==> src/rtl/trig_route_pkg.sv <==
package trig_route_pkg;
   typedef enum logic [1:0] {
      RATE_FULL     = 2'd0,
      RATE_DIV_N    = 2'd1,
      RATE_DIV_M    = 2'd2,
      RATE_FULL_ALT = 2'd3
   } rate_e;
   localparam int NUM_DIVIDERS = 2;
endpackage

==> src/rtl/trig_clk_div.sv <==
module trig_clk_div #(
   parameter int W = 16
) (
   input  logic         clk,
   input  logic         rst_n,
   input  logic [W-1:0] div_i,
   output logic         tick_o
);
   localparam logic [W-1:0] ONE = W'(1);

   generate
      if (W < 2) begin : g_bad_w
         $error("trig_clk_div: W must be at least 2");
      end
   endgenerate

   logic [W-1:0] cnt;
   logic         bypass;

   assign bypass = (div_i <= ONE);
   assign tick_o = bypass || (cnt == '0);

   always_ff @(posedge clk or negedge rst_n) begin
      if (!rst_n)                   cnt <= '0;
      else if (bypass)              cnt <= '0;
      else if (cnt >= div_i - ONE)  cnt <= '0;
      else                          cnt <= cnt + ONE;
   end


   tick_gap_chk: assert property (@(posedge clk) disable iff (!rst_n)
      (tick_o && div_i > ONE) |=> (!tick_o || div_i <= ONE));
endmodule

==> src/rtl/trig_sw_pulse.sv <==
module trig_sw_pulse (
   input  logic clk,
   input  logic rst_n,
   input  logic tick_i,
   input  logic req_i,
   output logic pulse_o
);
   logic pend, act;

   always_ff @(posedge clk or negedge rst_n) begin
      if (!rst_n) begin
         pend <= 1'b0;
         act  <= 1'b0;
      end else begin
         if (tick_i && pend) begin
            act  <= 1'b1;
            pend <= 1'b0;
         end else if (tick_i) begin
            act  <= 1'b0;
         end
         if (req_i && !pend && !act) pend <= 1'b1;
      end
   end

   assign pulse_o = act;


   one_period_chk: assert property (@(posedge clk) disable iff (!rst_n)
      (act && tick_i) |=> !act);

   req_drop_chk: assert property (@(posedge clk) disable iff (!rst_n)
      (req_i && act) |=> !pend);
endmodule

==> src/rtl/trig_sync_path.sv <==
module trig_sync_path #(
   parameter int DLY_W = 8
) (
   input  logic             clk,
   input  logic             rst_n,
   input  logic             tick_i,
   input  logic             d_i,
   input  logic [DLY_W-1:0] dly_i,
   input  logic             fall_i,
   output logic             q_o
);
   localparam int DEPTH = 1 << DLY_W;

   generate
      if (DLY_W < 1 || DLY_W > 10) begin : g_bad_dly
         $error("trig_sync_path: DLY_W out of range 1..10");
      end
   endgenerate

   logic [DEPTH-1:0] stages;
   logic             tap;
   logic             fall_q;

   always_ff @(posedge clk or negedge rst_n) begin
      if (!rst_n)      stages <= '0;
      else if (tick_i) stages <= {stages[DEPTH-2:0], d_i};
   end

   assign tap = stages[dly_i];

   always_ff @(negedge clk or negedge rst_n) begin
      if (!rst_n) fall_q <= 1'b0;
      else        fall_q <= tap;
   end

   assign q_o = fall_i ? fall_q : tap;


   hold_between_ticks_chk: assert property (@(posedge clk) disable iff (!rst_n)
      !tick_i |=> ($stable(tap) || !$stable(dly_i)));
endmodule

==> src/rtl/trig_route_cell.sv <==
module trig_route_cell
   import trig_route_pkg::*;
#(
   parameter int N_FP   = 6,
   parameter int N_BP   = 8,
   parameter int N_STAR = 17,
   parameter int DIV_W  = 16,
   parameter int DLY_W  = 8,
   localparam int N_IN  = N_FP + N_BP + N_STAR,
   localparam int SEL_W = $clog2(N_IN + 2)
) (
   input  logic              clk,
   input  logic              rst_n,
   input  logic [N_FP-1:0]   fp_in,
   input  logic [N_BP-1:0]   bp_in,
   input  logic [N_STAR-1:0] star_in,
   input  logic [SEL_W-1:0]  src_sel,
   input  logic              sync_mode,
   input  logic [1:0]        rate_sel,
   input  logic [DIV_W-1:0]  div_n,
   input  logic [DIV_W-1:0]  div_m,
   input  logic              fall_edge,
   input  logic              invert,
   input  logic [DLY_W-1:0]  delay,
   input  logic              sw_req,
   output logic              route_out
);
   localparam logic [SEL_W-1:0] GND_SEL = SEL_W'(N_IN + 1);

   generate
      if (N_FP < 1 || N_BP < 1 || N_STAR < 1) begin : g_bad_src
         $error("trig_route_cell: every source group needs at least one line");
      end
   endgenerate

   logic [NUM_DIVIDERS-1:0][DIV_W-1:0] div_vals;
   logic [NUM_DIVIDERS-1:0]            div_ticks;
   logic                               tick;
   logic                               sw_pulse;
   logic [N_IN:0]                      src_vec;
   logic                               is_gnd;
   logic                               sel_bit;
   logic                               sync_q;
   logic                               core;

   assign div_vals = {div_m, div_n};

   generate
      for (genvar g = 0; g < NUM_DIVIDERS; g++) begin : g_div
         trig_clk_div #(.W(DIV_W)) u_div (
            .clk   (clk),
            .rst_n (rst_n),
            .div_i (div_vals[g]),
            .tick_o(div_ticks[g])
         );
      end
   endgenerate

   always_comb begin
      unique case (rate_e'(rate_sel))
         RATE_DIV_N: tick = div_ticks[0];
         RATE_DIV_M: tick = div_ticks[1];
         default:    tick = 1'b1;
      endcase
   end

   trig_sw_pulse u_sw (
      .clk    (clk),
      .rst_n  (rst_n),
      .tick_i (tick),
      .req_i  (sw_req),
      .pulse_o(sw_pulse)
   );

   assign src_vec = {sw_pulse, star_in, bp_in, fp_in};
   assign is_gnd  = (src_sel >= GND_SEL);
   assign sel_bit = is_gnd ? 1'b0 : src_vec[src_sel];

   trig_sync_path #(.DLY_W(DLY_W)) u_sync (
      .clk   (clk),
      .rst_n (rst_n),
      .tick_i(tick),
      .d_i   (sel_bit),
      .dly_i (delay),
      .fall_i(fall_edge),
      .q_o   (sync_q)
   );

   assign core      = sync_mode ? sync_q : sel_bit;
   assign route_out = is_gnd ? 1'b0 : (core ^ invert);


   full_rate_tick_chk: assert property (@(posedge clk) disable iff (!rst_n)
      (rate_sel == 2'd0 || rate_sel == 2'd3) |-> tick);
endmodule

==> config.mk <==
export PLATFORM = sky130hd
export DESIGN_NAME = trig_route_cell
export DESIGN_NICKNAME = d
export VERILOG_FILES = /design/src/rtl/trig_route_pkg.sv /design/src/rtl/trig_clk_div.sv /design/src/rtl/trig_sw_pulse.sv /design/src/rtl/trig_sync_path.sv /design/src/rtl/trig_route_cell.sv
export SDC_FILE = /design/constraint.sdc
export NUM_CORES = 1
export LEC_CHECK = 0
export BUFFER_PORTS_ARGS = -buffer_cell sky130_fd_sc_hd__buf_2
export CORE_ASPECT_RATIO = 0.6
export CORE_UTILIZATION = 50
export DETAILED_ROUTE_END_ITERATION = 8
export PLACE_DENSITY_LB_ADDON = 0.08
export SETUP_SLACK_MARGIN = 0.2
export SLEW_MARGIN = 0
export SYNTH_ARGS = -nofsm -noshare
export SYNTH_HDL_FRONTEND = slang
export SYNTH_SLANG_ARGS = --single-unit
==> constraint.sdc <==
create_clock -name clk -period 2.4 [get_ports clk]
set_input_delay 0.12 -clock clk [delete_from_list [all_inputs] [get_ports clk]]
set_output_delay 0.12 -clock clk [all_outputs]
set_load 0.005 [all_outputs]
After elaboration in Yosys (flattened, before gate mapping)
Cells that the tools add are included.
W data, S select, Z words.
{ "classes": {"n_addsub": 4, "magnitude_cmp": 7, "n_eq_ne": 2, "n_mux": 17, "bitwise_logic": 1, "n_reduce_logical": 11} }
{ "ops": {"columns": ["cell", "count"], "rows": [
  ["$mux W16", 4],
  ["$add A16 B1 Y16 const B", 2],
  ["$ge A16 B16 Y1", 2],
  ["$le A16 B1 Y1 const B", 2],
  ["$logic_not A16 Y1", 2],
  ["$sub A16 B1 Y16 const B", 2],
  ["$mux W1", 10],
  ["$lt A8 B9 Y1 const B", 1],
  ["$bmux W1 S8", 1],
  ["$ge A6 B6 Y1 const B", 1],
  ["$lt A6 B6 Y1 const B", 1],
  ["$bmux W1 S5", 1],
  ["$reduce_bool A2 Y1", 2],
  ["$logic_and A1 B1 Y1", 3],
  ["$eq A2 B1 Y1 const B", 1],
  ["$eq A2 B2 Y1 const B", 1],
  ["$logic_not A1 Y1", 2],
  ["$logic_or A1 B1 Y1", 2],
  ["$pmux W1 S2", 1],
  ["$xor A1 B1 Y1", 1]
]} }
{ "totals": {"reg_bits": 291, "in_bits": 85, "word_cells": 48} }

Longest topological paths before layout
Gate-level depths: netlist of run 1.
{ "depth": {"ltp_word": 6, "depth_mapped": 14, "mapped_depth_nobuf": 13} }

Modules after synthesis
Synthesis of run 1 repeated with hierarchy kept, for this count alone.
{ "unflattened": {"cells_unflattened": 1129, "area_unflattened_um2": 15063.2} }
{ "by_module_without_submodules": {"columns": ["module", "instances", "cells_per_inst", "area_per_inst_um2", "seq_area_each_um2"], "rows": [
  ["trig_sync_path", 1, 731, 11636.2, 6431.2],
  ["trig_clk_div (g_div[1].u_div)", 1, 169, 1466.4, 400.4],
  ["trig_clk_div (g_div[0].u_div)", 1, 168, 1447.6, 400.4],
  ["trig_route_cell", 1, 55, 431.7, 0.0],
  ["trig_sw_pulse", 1, 6, 81.3, 50.0]
]} }

==> summary.txt, run 1 <==
Outcome
  • Failing checks: setup timing
  • Status: complete, but fails checks

Die
  • # IOs: 86
  • DIE HEIGHT: ~140 um
  • Core area: 29070 sq um
  • Die X: around 230 um
  • Rows: 48
  • Die area: 30630 sq um
  • Initial Utilization: about 50%

Clock tree
  • CTS sink cnt: about 290
  • Clock root buffer: clkbuf_16
  • CTS clk-pin slew, worst paths: 70 ps
  • Max Buffers Root-to-Sink: 3
  • Num CTS Buffers: 28
  • Clk_lat worst skew: about 560 ps
  • CTS tree: built
  • CTS H-Tree Depth: 1

Routing
  • Detailed Route WL: around 43 mm
  • Antenna viol nets, final: 0
  • Vias: 11250
  • Wire length per cell: around 22 um
  • Drt via density: 5.678
  • Initial DRC Count: 752
  • DR pass1 iterations: 5
  • DRC errors left: 0

Timing
  • Max Slew Vio Count: 0
  • Count of final setup violators: 31
  • Slew headroom: about two fifths
  • Unrepaired setup endpoints after global routing: yes
  • Clock skew: approximately 18 ps
  • Hold Slack: about 80 ps
  • Hold Vio Cnt, Final: 0
  • Final Worst Setup Slack: -896.0 ps
  • Worst-Margin Slew: around 920 ps

Synth
  • Asr flop ratio synth: 100.0%
  • Dominant cell type by area after synthesis: dfrtp_1
  • Post-synth top cells: 290 x dfrtp_1, 259 x mux2_2, 60 x mux4_2
  • Syn Nets: 1229
  • Yosys warns: 0
  • Distinct cell type count after synthesis: 57
  • Average size of a mapped cell: 13.57 sq um
  • Cell count after synthesis: 1102
  • Post-synthesis sequential area ratio: 48.69%
  • Most common cell in the netlist: dfrtp_1
  • Yosys reg bits: ~290
  • Synth area leaders: dfrtp_1 49%, mux2_2 20%, mux4_2 9.0%
  • Yosys top cell area share: 48.53%
  • Number of synthesized flops with an enable pin: 0
  • Most used DFF post-synth: dfrtp_1
  • Synth Cell Area: about 15000 sq um

Min path
  • Worst hold-check path type: primary input to flip-flop
  • Worst hold endpoint: u_sync.stages[0]
  • Hold_sp: src_sel[5]
  • WHS Path Cells: 3

Critical path
  • R2R Setup Slk: -810 ps
  • Worst r2r dst: u_sync.fall_q
  • CP max FO: 4
  • Endpoint class of the critical path: primary output
  • CP required: 2280 ps
  • Kind of critical path: flip-flop to primary output
  • R2R depth: 7
  • Critical path data arrival time: roughly 3200 ps
  • Kind of start point of the critical path: flip-flop
  • RR Startpoint: u_sync.stages[123]

Pwr
  • VDD IR max: 0.6641 mV
  • Internal power: a little over 0.01 W
  • Seq pwr share: slightly below 40%
  • Switching share of power: 28.78%
  • LEAKAGE: ~11 nW
  • Clock share of power: a little under a third
  • Sw Pwr: a little over 0.004 W
  • Combinational fraction of design power: 30.1%
  • PD cells: 636.6 nW/um^2
  • Tot Pwr: 0.01425 W

Layout
  • Final design instance area without fill: around 22000 sq um
  • Syn-to-layout area delta: 49.71%
  • Layout Cells excl Fill: around 2000
  • Post-layout nets: 1690
  • Share of layout cells above drive strength 1: 59.01%
  • Antenna cells: 0

Placed design
  • Number of port buffers: between 80 and 90
  • Area of placed instances: 18330 sq um
  • Setup WS pre-CTS: -1024 ps
  • HPWL Detailed: about 24 mm
  • Placed cells: between 1500 and 2000
  • Placer Congestion: slightly above 0.8

Global route
  • Global-route wire length before repair: roughly 67 mm
  • Total Routing Usage GR: 28.07%
  • Largest net degree at the start of global routing: 162
  • Initial antenna violation count: 0
  • Total congestion overflow: 0
  • Vias in the first global route: around 12000

Flow run
  • Max-cap violation count: 0
-- cell families after synthesis --
family	Yosys count	share of synthesized area [%]
xor+xnor	55	3.221
compound gates	118	5.832
simple gates	173	5.966
fa+ha+maj	42	3.514
mux	345	30.28
flops	291	48.69
buf+inv	78	2.493
-- flip-flops by register name, indices dropped and copies added, names as in the netlist --
name / flops
u_sw.pulse_o: 1
u_sync.fall_q: 1
u_sync.stages: 256
g_div.u_div.cnt: 32
u_sw.pend: 1
-- timing repair --
action                                 4_1_cts  5_1_grt
cloned                                      31        8
pin swaps                                   28       10
endpoints found under the hold margin      291        0
resized for setup                          284      133
setup endpoints to repair                  287      292
setup buffers                               42       11
hold buffers                                 4        0
-- placed cells by master, fill, tap and decap left out, drive strengths merged, types with 4 or more instances in the layout --
master,synthesis,layout
a211o,4,4
a211oi,37,37
a21o,11,11
a21oi,10,10
a22o,4,4
a22oi,14,14
a31oi,4,4
and3,9,9
buf,40,477
clkbuf,18,48
clkinv,0,4
dfrtp,290,290
dlygate4sd3,0,4
ha,42,42
inv,20,20
mux2,259,259
mux2i,26,26
mux4,60,60
nand2,31,31
nand2b,11,11
nand3,29,29
nand3b,4,4
nand4,4,4
nor2,30,30
nor2b,12,12
nor3,20,20
nor4,8,8
o21ai,5,5
o22ai,9,9
xnor2,28,28
xor2,27,27
-- through the flow --
step	TNS (ps)	util [%]
after floorplan	-13390	-
after global placement	-30970	63.05
after detailed placement	-38900	63.05
after CTS	-1667	74.13
after global routing	-12390	77.02
final	-2069	77.02
-- power groups by stage --
stage | Sequential [W] | Combinational (W) | Clock (W)
floorplan | 0.00556 | 0.00158 | 0
global placement | 0.00563 | 0.00250 | 0
detailed placement | 0.00565 | 0.00255 | 0
CTS | 0.00558 | 0.00383 | 0.00441
global route | 0.00565 | 0.00454 | 0.00463
finish | 0.00560 | 0.00429 | 0.00437
-- critical path, cell delays in order (launching register included) --
cell	delay [ps]
dfrtn_1	350
inv_2	60
a21boi_1	50
a221o_1	330
and3_4	170
a311oi_2	180
o211ai_1	140
buf_2	150
-- how the worst max path moves through the flow --
stage | cells after the start | startpoint | slack, ps | endpoint
floorplan | 9 | delay[0] | -620 | u_sync.fall_q
global route | 7 | u_sync.fall_q | -1020 | route_out
global placement | 9 | delay[0] | -930 | u_sync.fall_q
detailed placement | 9 | delay[0] | -1020 | u_sync.fall_q
finish | 7 | u_sync.fall_q | -900 | route_out
CTS | 7 | u_sync.fall_q | -900 | route_out
-- final cells by class --
cell class | count | area (sq um)
clock buffers | 40 | 807.0
clock inverters | 8 | 72.57
fillers | 1793 | 6680
inverters | 20 | 75.07
multi-input cells | 733 | 8773
flip-flops and latches | 291 | 7282
well taps | 400 | 500.5
repair buffers | 489 | 4877
-- layer usage --
metal | GRT usage, % | vias to the layer above | wire length [um]
li1 | - | 5068 | -
met3 | 4.560 | 48 | 1738
met4 | 4.195 | 0 | 541
met5 | 0 | - | 0
met1 | 43.11 | 5875 | 21450
met2 | 42.59 | 257 | 19730
No activity file was read; power rests on OpenSTA's default activity.
==> run 2, diff against run 1 <==
--- a/config.mk
+++ b/config.mk
@@ -7,7 +7,7 @@
 export LEC_CHECK = 0
 export BUFFER_PORTS_ARGS = -buffer_cell sky130_fd_sc_hd__buf_2
 export CORE_ASPECT_RATIO = 0.6
-export CORE_UTILIZATION = 50
+export CORE_UTILIZATION = 30
 export DETAILED_ROUTE_END_ITERATION = 8
 export PLACE_DENSITY_LB_ADDON = 0.08
 export SETUP_SLACK_MARGIN = 0.2
==> summary.txt, run 2 (same netlist as run 1, synthesis figures left out) <==
Outcome
  • Status: complete, but fails checks
  • Failing checks: setup timing

Clock tree
  • CTS clk-pin slew, worst paths: about 60 ps
  • CTS tree: built
  • Max Buffers Root-to-Sink: 3
  • CTS sink cnt: approximately 290
  • Clock root buffer: clkbuf_16
  • Num CTS Buffers: 30
  • Clk_lat worst skew: around 570 ps
  • CTS H-Tree Depth: 1

Pwr
  • Sw Pwr: 0.004166 W
  • VDD IR max: slightly above 0.7 mV
  • Tot Pwr: 0.01450 W
  • Seq pwr share: about two fifths
  • Combinational fraction of design power: a little under 30%
  • Switching share of power: ~29%
  • PD cells: ~640 nW/um^2
  • LEAKAGE: 11.07 nW
  • Clock share of power: between 30% and 40%
  • Internal power: 0.01033 W

Layout
  • Seq. cell area: roughly 7300 sq um
  • Commonest non-fill, non-tap cell in the layout: buf_4
  • Area occupied by multi-input gates: a little under 9000 sq um
  • Post-layout nets: approximately 1700
  • Max reg flops: around 260
  • Fillcell total: 4403
  • Share of layout cells above drive strength 1: about three fifths
  • Commonest non-fill, non-tap cells in the layout: 304 x buf_4, 290 x dfrtp_1, 257 x mux2_4
  • Largest reg by FF count: u_sync.stages
  • Final design instance area without fill: 22590 sq um
  • Top flop regs: u_sync.stages: 256 flops, g_div.u_div.cnt: 32 flops
  • Antenna cells: 0
  • Final core occ: 46.59%
  • Syn-to-layout area delta: 51.04%

Critical path
  • WP buf/inv: 2
  • Worst path top cell family by delay: compound AO/OA/AOI/OAI gates
  • CP required: around 2300 ps
  • CP max stage cell: dfrtn_1
  • CP peak stage delay: ~370 ps
  • CP max FO: 4
  • Kind of start point of the critical path: flip-flop
  • Crit-path cells: inv_1 > a21boi_2 > a221o_1 > and3_4 > a311oi_2 > o211ai_1 > buf_2
  • Kind of critical path: flip-flop to primary output
  • R2R Setup Slk: -860 ps
  • Endpoint class of the critical path: primary output
  • Critical path data arrival time: 3210 ps

Die
  • Initial Utilization: between 30% and 40%
  • # IOs: between 80 and 90
  • Rows: 62
  • Die X: 290.2 um
  • Core area: roughly 48000 sq um
  • Die area: approximately 51000 sq um
  • DIE HEIGHT: 174.9 um

Global route
  • Total Routing Usage GR: roughly 16%
  • Vias in the first global route: 11060
  • Total congestion overflow: 0
  • Global-route wire length before repair: about 66 mm
  • Largest net degree at the start of global routing: ~120
  • Initial antenna violation count: 0

Timing
  • Hold Slack: 31.74 ps
  • Final Worst Setup Slack: -930.1 ps
  • Slew headroom: between 50% and 60%
  • Hold Vio Cnt, Final: 0
  • Max Slew Vio Count: 0
  • Unrepaired setup endpoints after global routing: yes
  • Count of final setup violators: 18
  • Clock skew: 18.68 ps
  • Worst-Margin Slew: 732.8 ps

Placed design
  • Placer Congestion: around 0.75
  • Number of port buffers: 85
  • Setup WS pre-CTS: -1237 ps
  • Area of placed instances: 18800 sq um
  • HPWL Detailed: 27.12 mm

Min path
  • Worst hold-check path type: primary input to async pin

Routing
  • DRC errors left: 0
  • Antenna viol nets, final: 0
  • Drt via density: ~5
  • Detailed Route WL: 43.70 mm
  • Vias: about 11000
  • Wire length per cell: between 15 and 20 um
  • Initial DRC Count: 599
  • DR pass1 iterations: 4

Flow run
  • Max-cap violation count: 0
## run 2: path summary, 6_finish.rpt
kind / depth (start not counted) / start / end
setup / recovery: 7 / u_sync.fall_q / route_out
hold / removal: 2 / rst_n / g_div[1].u_div.cnt[13]
max in group asynchronous: 2 / rst_n / u_sync.fall_q
setup reg to reg: 7 / u_sync.stages[184] / u_sync.fall_q
hold reg to reg: 1 / u_sync.stages[255] / u_sync.stages[255]
min in group clk: 6 / div_m[15] / g_div[1].u_div.cnt[0]
## run 2: cell type report
class	instances	share of cell area [%]
tap	640	3.545
timing repair buffer	485	20.98
inverter	20	0.3324
multi-input combinational	733	38.72
clock buffer	44	3.872
sequential	291	32.24
clock inverter	8	0.3102
## run 2: through the flow
stage	std cells	TNS (ps)
CTS	2183	-2731
floorplan	1102	-13390
global route	2221	-6181
detailed placement	2096	-51360
finish	2221	-2579
global placement	2096	-44800
## run 2: timing repair
item | CTS | global route
hold buffers | 4 | 0
cloned | 12 | 28
buffers inserted | 19 | 10
resized for setup | 283 | 112
endpoints found under the hold margin | 238 | 0
pin swaps | 14 | 6
setup endpoints to repair | 290 | 292
## run 2: routing by layer
layer	global-route usage [%]	vias to the layer above	wire, um
li1	-	5071	-
met1	27.80	5581	24350
met2	21.58	113	17510
met3	2.328	37	1262
met4	2.460	0	582
met5	0	-	0
## run 2: power groups by stage
stage	clock network, W	registers (W)	logic, W
final	0.00466	0.00555	0.00430
after global routing	0.00502	0.00560	0.00460
after CTS	0.00481	0.00555	0.00365
after detailed placement	0	0.00562	0.00279
after global placement	0	0.00562	0.00276
after floorplan	0	0.00556	0.00158
